$ cat src/rtl/rxf_pkg.sv
package rxf_pkg;

  typedef enum logic [2:0] {
    S_IDLE, S_START, S_DATA, S_PAR, S_STOP, S_WAIT
  } rx_state_e;

  typedef struct packed {
    logic [1:0] len;
    logic       par_en;
    logic       even;
    logic       stick;
  } rx_cfg_t;

  // number of data bits for a length code: 5..8
  function automatic logic [3:0] data_bits(logic [1:0] len);
    return 4'd5 + {2'b00, len};
  endfunction

  // 1 when the parity bit disagrees with the selected rule
  function automatic logic parity_fault(logic [7:0] d, logic pbit,
                                        logic even, logic stick);
    logic odd_total;
    odd_total = (^d) ^ pbit;
    if (stick) return pbit != ~even;
    return even ? odd_total : ~odd_total;
  endfunction

  // line held at zero for the whole character
  function automatic logic is_break(logic [7:0] d, logic pen,
                                    logic pbit, logic stop_bit);
    return (d == 8'd0) && (!pen || !pbit) && !stop_bit;
  endfunction

endpackage

$ cat src/rtl/rxf_sync.sv
module rxf_sync #(
  parameter int  STAGES    = 2,
  parameter logic IDLE_VAL = 1'b1
) (
  input  logic clk,
  input  logic rst_n,
  input  logic d,
  output logic q
);
  logic [STAGES-1:0] chain;

  always_ff @(posedge clk or negedge rst_n) begin
    if (!rst_n) chain <= {STAGES{IDLE_VAL}};
    else        chain <= {chain[STAGES-2:0], d};
  end

  assign q = chain[STAGES-1];
endmodule

$ cat src/rtl/rxf_bit_timer.sv
module rxf_bit_timer #(
  parameter int OSR = 16
) (
  input  logic clk,
  input  logic rst_n,
  input  logic tick,
  input  logic clear,
  output logic half_hit,
  output logic full_hit
);
  localparam int CW = $clog2(OSR);
  localparam logic [CW-1:0] HALF_M1 = CW'(OSR/2 - 1);
  localparam logic [CW-1:0] FULL_M1 = CW'(OSR - 1);

  logic [CW-1:0] cnt;

  always_ff @(posedge clk or negedge rst_n) begin
    if (!rst_n)     cnt <= '0;
    else if (clear) cnt <= '0;
    else if (tick)  cnt <= (cnt == FULL_M1) ? '0 : cnt + 1'b1;
  end

  assign half_hit = tick && (cnt == HALF_M1);
  assign full_hit = tick && (cnt == FULL_M1);
endmodule

$ cat src/rtl/rxf_frame_fsm.sv
module rxf_frame_fsm
  import rxf_pkg::*;
(
  input  logic       clk,
  input  logic       rst_n,
  input  logic       tick,
  input  logic       rxd_s,
  input  rx_cfg_t    cfg_in,
  input  logic       half_hit,
  input  logic       full_hit,
  output logic       tmr_clear,
  output logic       start_glitch,
  output rx_cfg_t    cfg_q,
  output logic [7:0] rx_data,
  output logic       rx_valid,
  output logic       par_err,
  output logic       frm_err,
  output logic       brk_det
);
  rx_state_e  state;
  logic [2:0] bit_idx;
  logic [7:0] data_q;
  logic       pbit;
  logic [3:0] last_idx;
  logic       stop_brk;

  assign last_idx  = data_bits(cfg_q.len) - 4'd1;
  assign stop_brk  = is_break(data_q, cfg_q.par_en, pbit, rxd_s);
  assign tmr_clear = (state == S_IDLE  && tick && !rxd_s) ||
                     (state == S_START && half_hit && !rxd_s);
  assign start_glitch = (state == S_START) && half_hit && rxd_s;

  always_ff @(posedge clk or negedge rst_n) begin
    if (!rst_n) begin
      state    <= S_IDLE;
      bit_idx  <= '0;
      data_q   <= '0;
      pbit     <= 1'b0;
      cfg_q    <= '0;
      rx_data  <= '0;
      rx_valid <= 1'b0;
      par_err  <= 1'b0;
      frm_err  <= 1'b0;
      brk_det  <= 1'b0;
    end else begin
      rx_valid <= 1'b0;
      case (state)
        S_IDLE: if (tick && !rxd_s) begin
          state <= S_START;
          cfg_q <= cfg_in;
        end
        S_START: if (half_hit) begin
          if (rxd_s) state <= S_IDLE;
          else begin
            state   <= S_DATA;
            bit_idx <= '0;
            data_q  <= '0;
            pbit    <= 1'b0;
          end
        end
        S_DATA: if (full_hit) begin
          data_q[bit_idx] <= rxd_s;
          if ({1'b0, bit_idx} == last_idx)
            state <= cfg_q.par_en ? S_PAR : S_STOP;
          else
            bit_idx <= bit_idx + 3'd1;
        end
        S_PAR: if (full_hit) begin
          pbit  <= rxd_s;
          state <= S_STOP;
        end
        S_STOP: if (full_hit) begin
          rx_valid <= 1'b1;
          rx_data  <= data_q;
          par_err  <= cfg_q.par_en &&
                      parity_fault(data_q, pbit, cfg_q.even, cfg_q.stick);
          frm_err  <= !rxd_s;
          brk_det  <= stop_brk;
          state    <= stop_brk ? S_WAIT : S_IDLE;
        end
        S_WAIT: if (tick && rxd_s) state <= S_IDLE;
        default: state <= S_IDLE;
      endcase
    end
  end
endmodule

$ cat src/rtl/serial_frame_rx.sv
module serial_frame_rx
  import rxf_pkg::*;
#(
  parameter int OSR         = 16,
  parameter int SYNC_STAGES = 2
) (
  input  logic       clk,
  input  logic       rst_n,
  input  logic       tick16,
  input  logic       rxd,
  input  logic [1:0] len_sel,
  input  logic       par_en,
  input  logic       even_sel,
  input  logic       stick_par,
  output logic [7:0] rx_data,
  output logic       rx_valid,
  output logic       par_err,
  output logic       frm_err,
  output logic       brk_det
);
  logic    rxd_s;
  logic    tmr_clear, half_hit, full_hit;
  logic    start_glitch;
  rx_cfg_t cfg_in, cfg_q;
  logic [1:0] frame_len;
  logic       frame_par_en;

  assign cfg_in = '{len: len_sel, par_en: par_en, even: even_sel,
                    stick: stick_par};
  assign frame_len    = cfg_q.len;
  assign frame_par_en = cfg_q.par_en;

  rxf_sync #(.STAGES(SYNC_STAGES), .IDLE_VAL(1'b1)) u_sync (
    .clk(clk), .rst_n(rst_n), .d(rxd), .q(rxd_s)
  );

  rxf_bit_timer #(.OSR(OSR)) u_timer (
    .clk(clk), .rst_n(rst_n), .tick(tick16), .clear(tmr_clear),
    .half_hit(half_hit), .full_hit(full_hit)
  );

  rxf_frame_fsm u_fsm (
    .clk(clk), .rst_n(rst_n), .tick(tick16), .rxd_s(rxd_s),
    .cfg_in(cfg_in), .half_hit(half_hit), .full_hit(full_hit),
    .tmr_clear(tmr_clear), .start_glitch(start_glitch), .cfg_q(cfg_q),
    .rx_data(rx_data), .rx_valid(rx_valid), .par_err(par_err),
    .frm_err(frm_err), .brk_det(brk_det)
  );
endmodule

$ cat config.mk
export PLATFORM = sky130hd
export DESIGN_NAME = serial_frame_rx
export DESIGN_NICKNAME = d
export VERILOG_FILES = /design/src/rtl/rxf_pkg.sv /design/src/rtl/rxf_sync.sv /design/src/rtl/rxf_bit_timer.sv /design/src/rtl/rxf_frame_fsm.sv /design/src/rtl/serial_frame_rx.sv
export SDC_FILE = /design/constraint.sdc
export NUM_CORES = 1
export LEC_CHECK = 0
export ABC_CLOCK_PERIOD_IN_PS = 5800
export BUFFER_PORTS_ARGS = -buffer_cell sky130_fd_sc_hd__buf_2
export CORE_AREA = 2 2 67 69
export CTS_CLUSTER_DIAMETER = 30
export DETAILED_ROUTE_END_ITERATION = 7
export DIE_AREA = 0 0 69 71
export HOLD_SLACK_MARGIN = 0.05
export PLACE_DENSITY = 0.8
export SLEW_MARGIN = 10
export SYNTH_ARGS = -nofsm -noshare
export SYNTH_HDL_FRONTEND = slang
export SYNTH_SLANG_ARGS = --single-unit
$ cat constraint.sdc
create_clock -name clk -period 5.8 [get_ports clk]
set_input_delay 0.29 -clock clk [delete_from_list [all_inputs] [get_ports clk]]
set_output_delay 0.29 -clock clk [all_outputs]
set_load 0.03 [all_outputs]
==> out/summary.txt <==
Status - complete, no violations
Final instance area - 2230 um^2
Synth cell types - 47
Io pins - 21
Clock sinks - 38
ANT cells - 0
Worst-path clk slew - 80 ps
GR Overflow Total - 0
Static Leakage - 1.01 nW
Worst-skew pair later-pin latency - 300 ps
Achievable Freq - 423 MHz
Placed inst area - 2140 um^2
Combinational share of power - 0.278
Tcrit/Tclk final - 0.408
Buffers on Ports - 20
Via/cell ratio - 5.61
Cell row count - 24
DR vias - 1553
Setup CP Type - reg -> reg
CTS Buf Count - 5
Placement Setup Slack - 3470 ps
CP required - 6020 ps
Initial antenna violation count - 0
Clk_skew - 9.27 ps
Post-CTS Setup Bufs - 0
Most used DFF post-synth - dfrtp_1
Final #Nets - 239
Post-layout min period - 2360 ps
Net Sw Power - 294 uW
Sequential share of power - 0.480
Number of synthesized register bits - 38
Int Power - 509 uW
Post-synth net total - 225
H-tree levels - 2
Slew @ Worst Pin - 830 ps
Hold Path Class - in -> async
TNS Setup - 0 ps
Largest cells by area after synthesis - dfrtp_1, nand2_1, ha_1, o21ai_0, mux2_2
CTS Hold Bufs - 0
Root Driver - clkbuf_8
RSZ-0062 raised after global routing - false
GP Congestion - 0.850
Core region area - 4200 um^2
FFs w/ async S/R, synth - 1.00
Post-Syn Area - 2020 um^2
Slew Viols, Final - 0
Vias in the first global route - 1499
Power per cell area - 359 nW/um^2
Share of the yosys chip area belonging to registers - 0.471
Die width - 69 um
Initial core utilization - 0.482
Avg Inst Size Synth - 9.64 um^2
Top-count cell post-synth - dfrtp_1
Area growth syn-to-layout - 10.4%
Largest net degree at the start of global routing - 39
Largest area contributor in the netlist - dfrtp_1
Sw frac - 0.366
Synth top area share - 0.445
1st-iter DRT viols - 145
DRT antenna net count - 0
Dpl hpwl - 2760 um
Die area - 4900 um^2
Wirelength per Cell - 14.4 um
Post-CTS Resized - 0
Fin worst setup slack - 3440 ps
DRC - 0
Number of max-cap violations - 0
Setup-failing EPs final - 0
CP Capture Type - flop
Die Span Y - 71 um
Clock power share - 0.241
Total power - 803 uW
YS warnings - 0
Commonest cells in the netlist - dfrtp_1, nand2_1, inv_1, o21ai_0, clkbuf_1
First-pass GRT wire length - 6840 um
Tot GR Track Use - 0.173
Number of flops mapped to enable cells by yosys - 0
Pre-antenna DRT Iters - 4
Crit Path Max Fanout - 24
VDD IR max - 0.000136 V
Max_slew headroom - 0.447
Post-Route WL - 3980 um
CP arrival - 2590 ps
TritonCTS clock tree - yes
Proportion of layout cells with a drive suffix above 1 - 0.182
CTS Buffer Depth - 2
Post-synthesis cell count - 210
Fin. Hold Viols - 0
Critical path launch point type - flop
-- cell families (layout without fill, tap and decap cells) --
| family | Yosys count | in the layout | synth area share |
|---|---|---|---|
| mux | 12 | 12 | 0.0630 |
| simple gates | 71 | 71 | 0.184 |
| compound gates | 44 | 44 | 0.148 |
| buf+inv | 29 | 44 | 0.0544 |
| fa+ha+maj | 6 | 6 | 0.0371 |
| flops | 38 | 38 | 0.471 |
| xor+xnor | 10 | 10 | 0.0433 |
-- worst paths after layout --
path	startpoint	to	slack, ps	depth (start not counted)
worst max-delay path	u_timer.cnt[0]$_DFFE_PN0P_	u_fsm.par_err$_DFFE_PN0P_	3440	5
worst min-delay path	rst_n	u_timer.cnt[3]$_DFFE_PN0P_	80	1
worst max register to register	u_timer.cnt[0]$_DFFE_PN0P_	u_fsm.par_err$_DFFE_PN0P_	3440	5
worst min register to register	u_sync.chain[0]$_DFF_PN1_	u_sync.chain[1]$_DFF_PN1_	360	0
max in group asynchronous	rst_n	u_fsm.data_q[4]$_DFFE_PN0P_	5180	1
min in group clk	rxd	u_sync.chain[0]$_DFF_PN1_	90	1
-- flip-flops by register name, summed over array words and instances, names as in the netlist --
name,flops
u_fsm.bit_idx,3
u_fsm.brk_det,1
u_fsm.cfg_q,5
u_fsm.data_q,8
u_fsm.frm_err,1
u_fsm.par_err,1
u_fsm.pbit,1
u_fsm.rx_data,8
u_fsm.rx_valid,1
u_fsm.state,3
u_sync.chain,2
u_timer.cnt,4
-- routing by layer --
| metal | up-vias | part of all wire | GRT usage |
|---|---|---|---|
| li1 | 771 | - | - |
| met4 | 0 | 0.026 | 0.0719 |
| met1 | 734 | 0.47 | 0.223 |
| met5 | - | 0 | 0 |
| met3 | 9 | 0.041 | 0.0442 |
| met2 | 39 | 0.46 | 0.279 |
-- power groups by stage --
| stage | Sequential [mW] | Combinational (mW) | Clock (mW) |
|---|---|---|---|
| final | 0.386 | 0.224 | 0.194 |
| after global routing | 0.396 | 0.250 | 0.205 |
| after CTS | 0.384 | 0.224 | 0.195 |
| after detailed placement | 0.390 | 0.222 | 0 |
| after global placement | 0.385 | 0.214 | 0 |
| after floorplan | 0.364 | 0.190 | 0 |
-- worst max-delay path, stage by stage, from the launching register on --
cell,delay (ps)
dfrtp_1,410
ha_1,270
nand4_2,180
or4_1,750
or4_4,610
o211ai_2,80
-- metrics by stage --
step,instances,hold WS [ps],utilization
after global routing,277,87.9,0.532
final,277,84.5,0.532
after detailed placement,269,347,0.509
after floorplan,210,-5.59,-
after global placement,269,346,0.509
after CTS,277,89.6,0.532
-- final cells by class --
type                       instances  area, um^2
clock buffer                       6        82.6
multi-input combinational        143         961
inverter                          16        60.1
timing repair buffer              20         100
fill                             396        1970
tap                               52        65.1
sequential                        38         953
clock inverter                     2        12.5
-- cells in the final DEF, fill, tap and decap left out, drive strengths merged, types with 3 or more instances in the layout --
cell type / n
dfrtp: 36
nand2: 31
buf: 20
inv: 15
o21ai: 15
nor2: 7
mux2i: 6
xnor2: 6
mux2: 6
ha: 6
clkbuf: 6
and3: 5
nand3b: 4
nand3: 4
xor2: 4
a21oi: 4
o211ai: 4
nand4: 4
or3: 3
a31oi: 3
o31ai: 3
a311oi: 3
(Power assumes the default switching activity.)
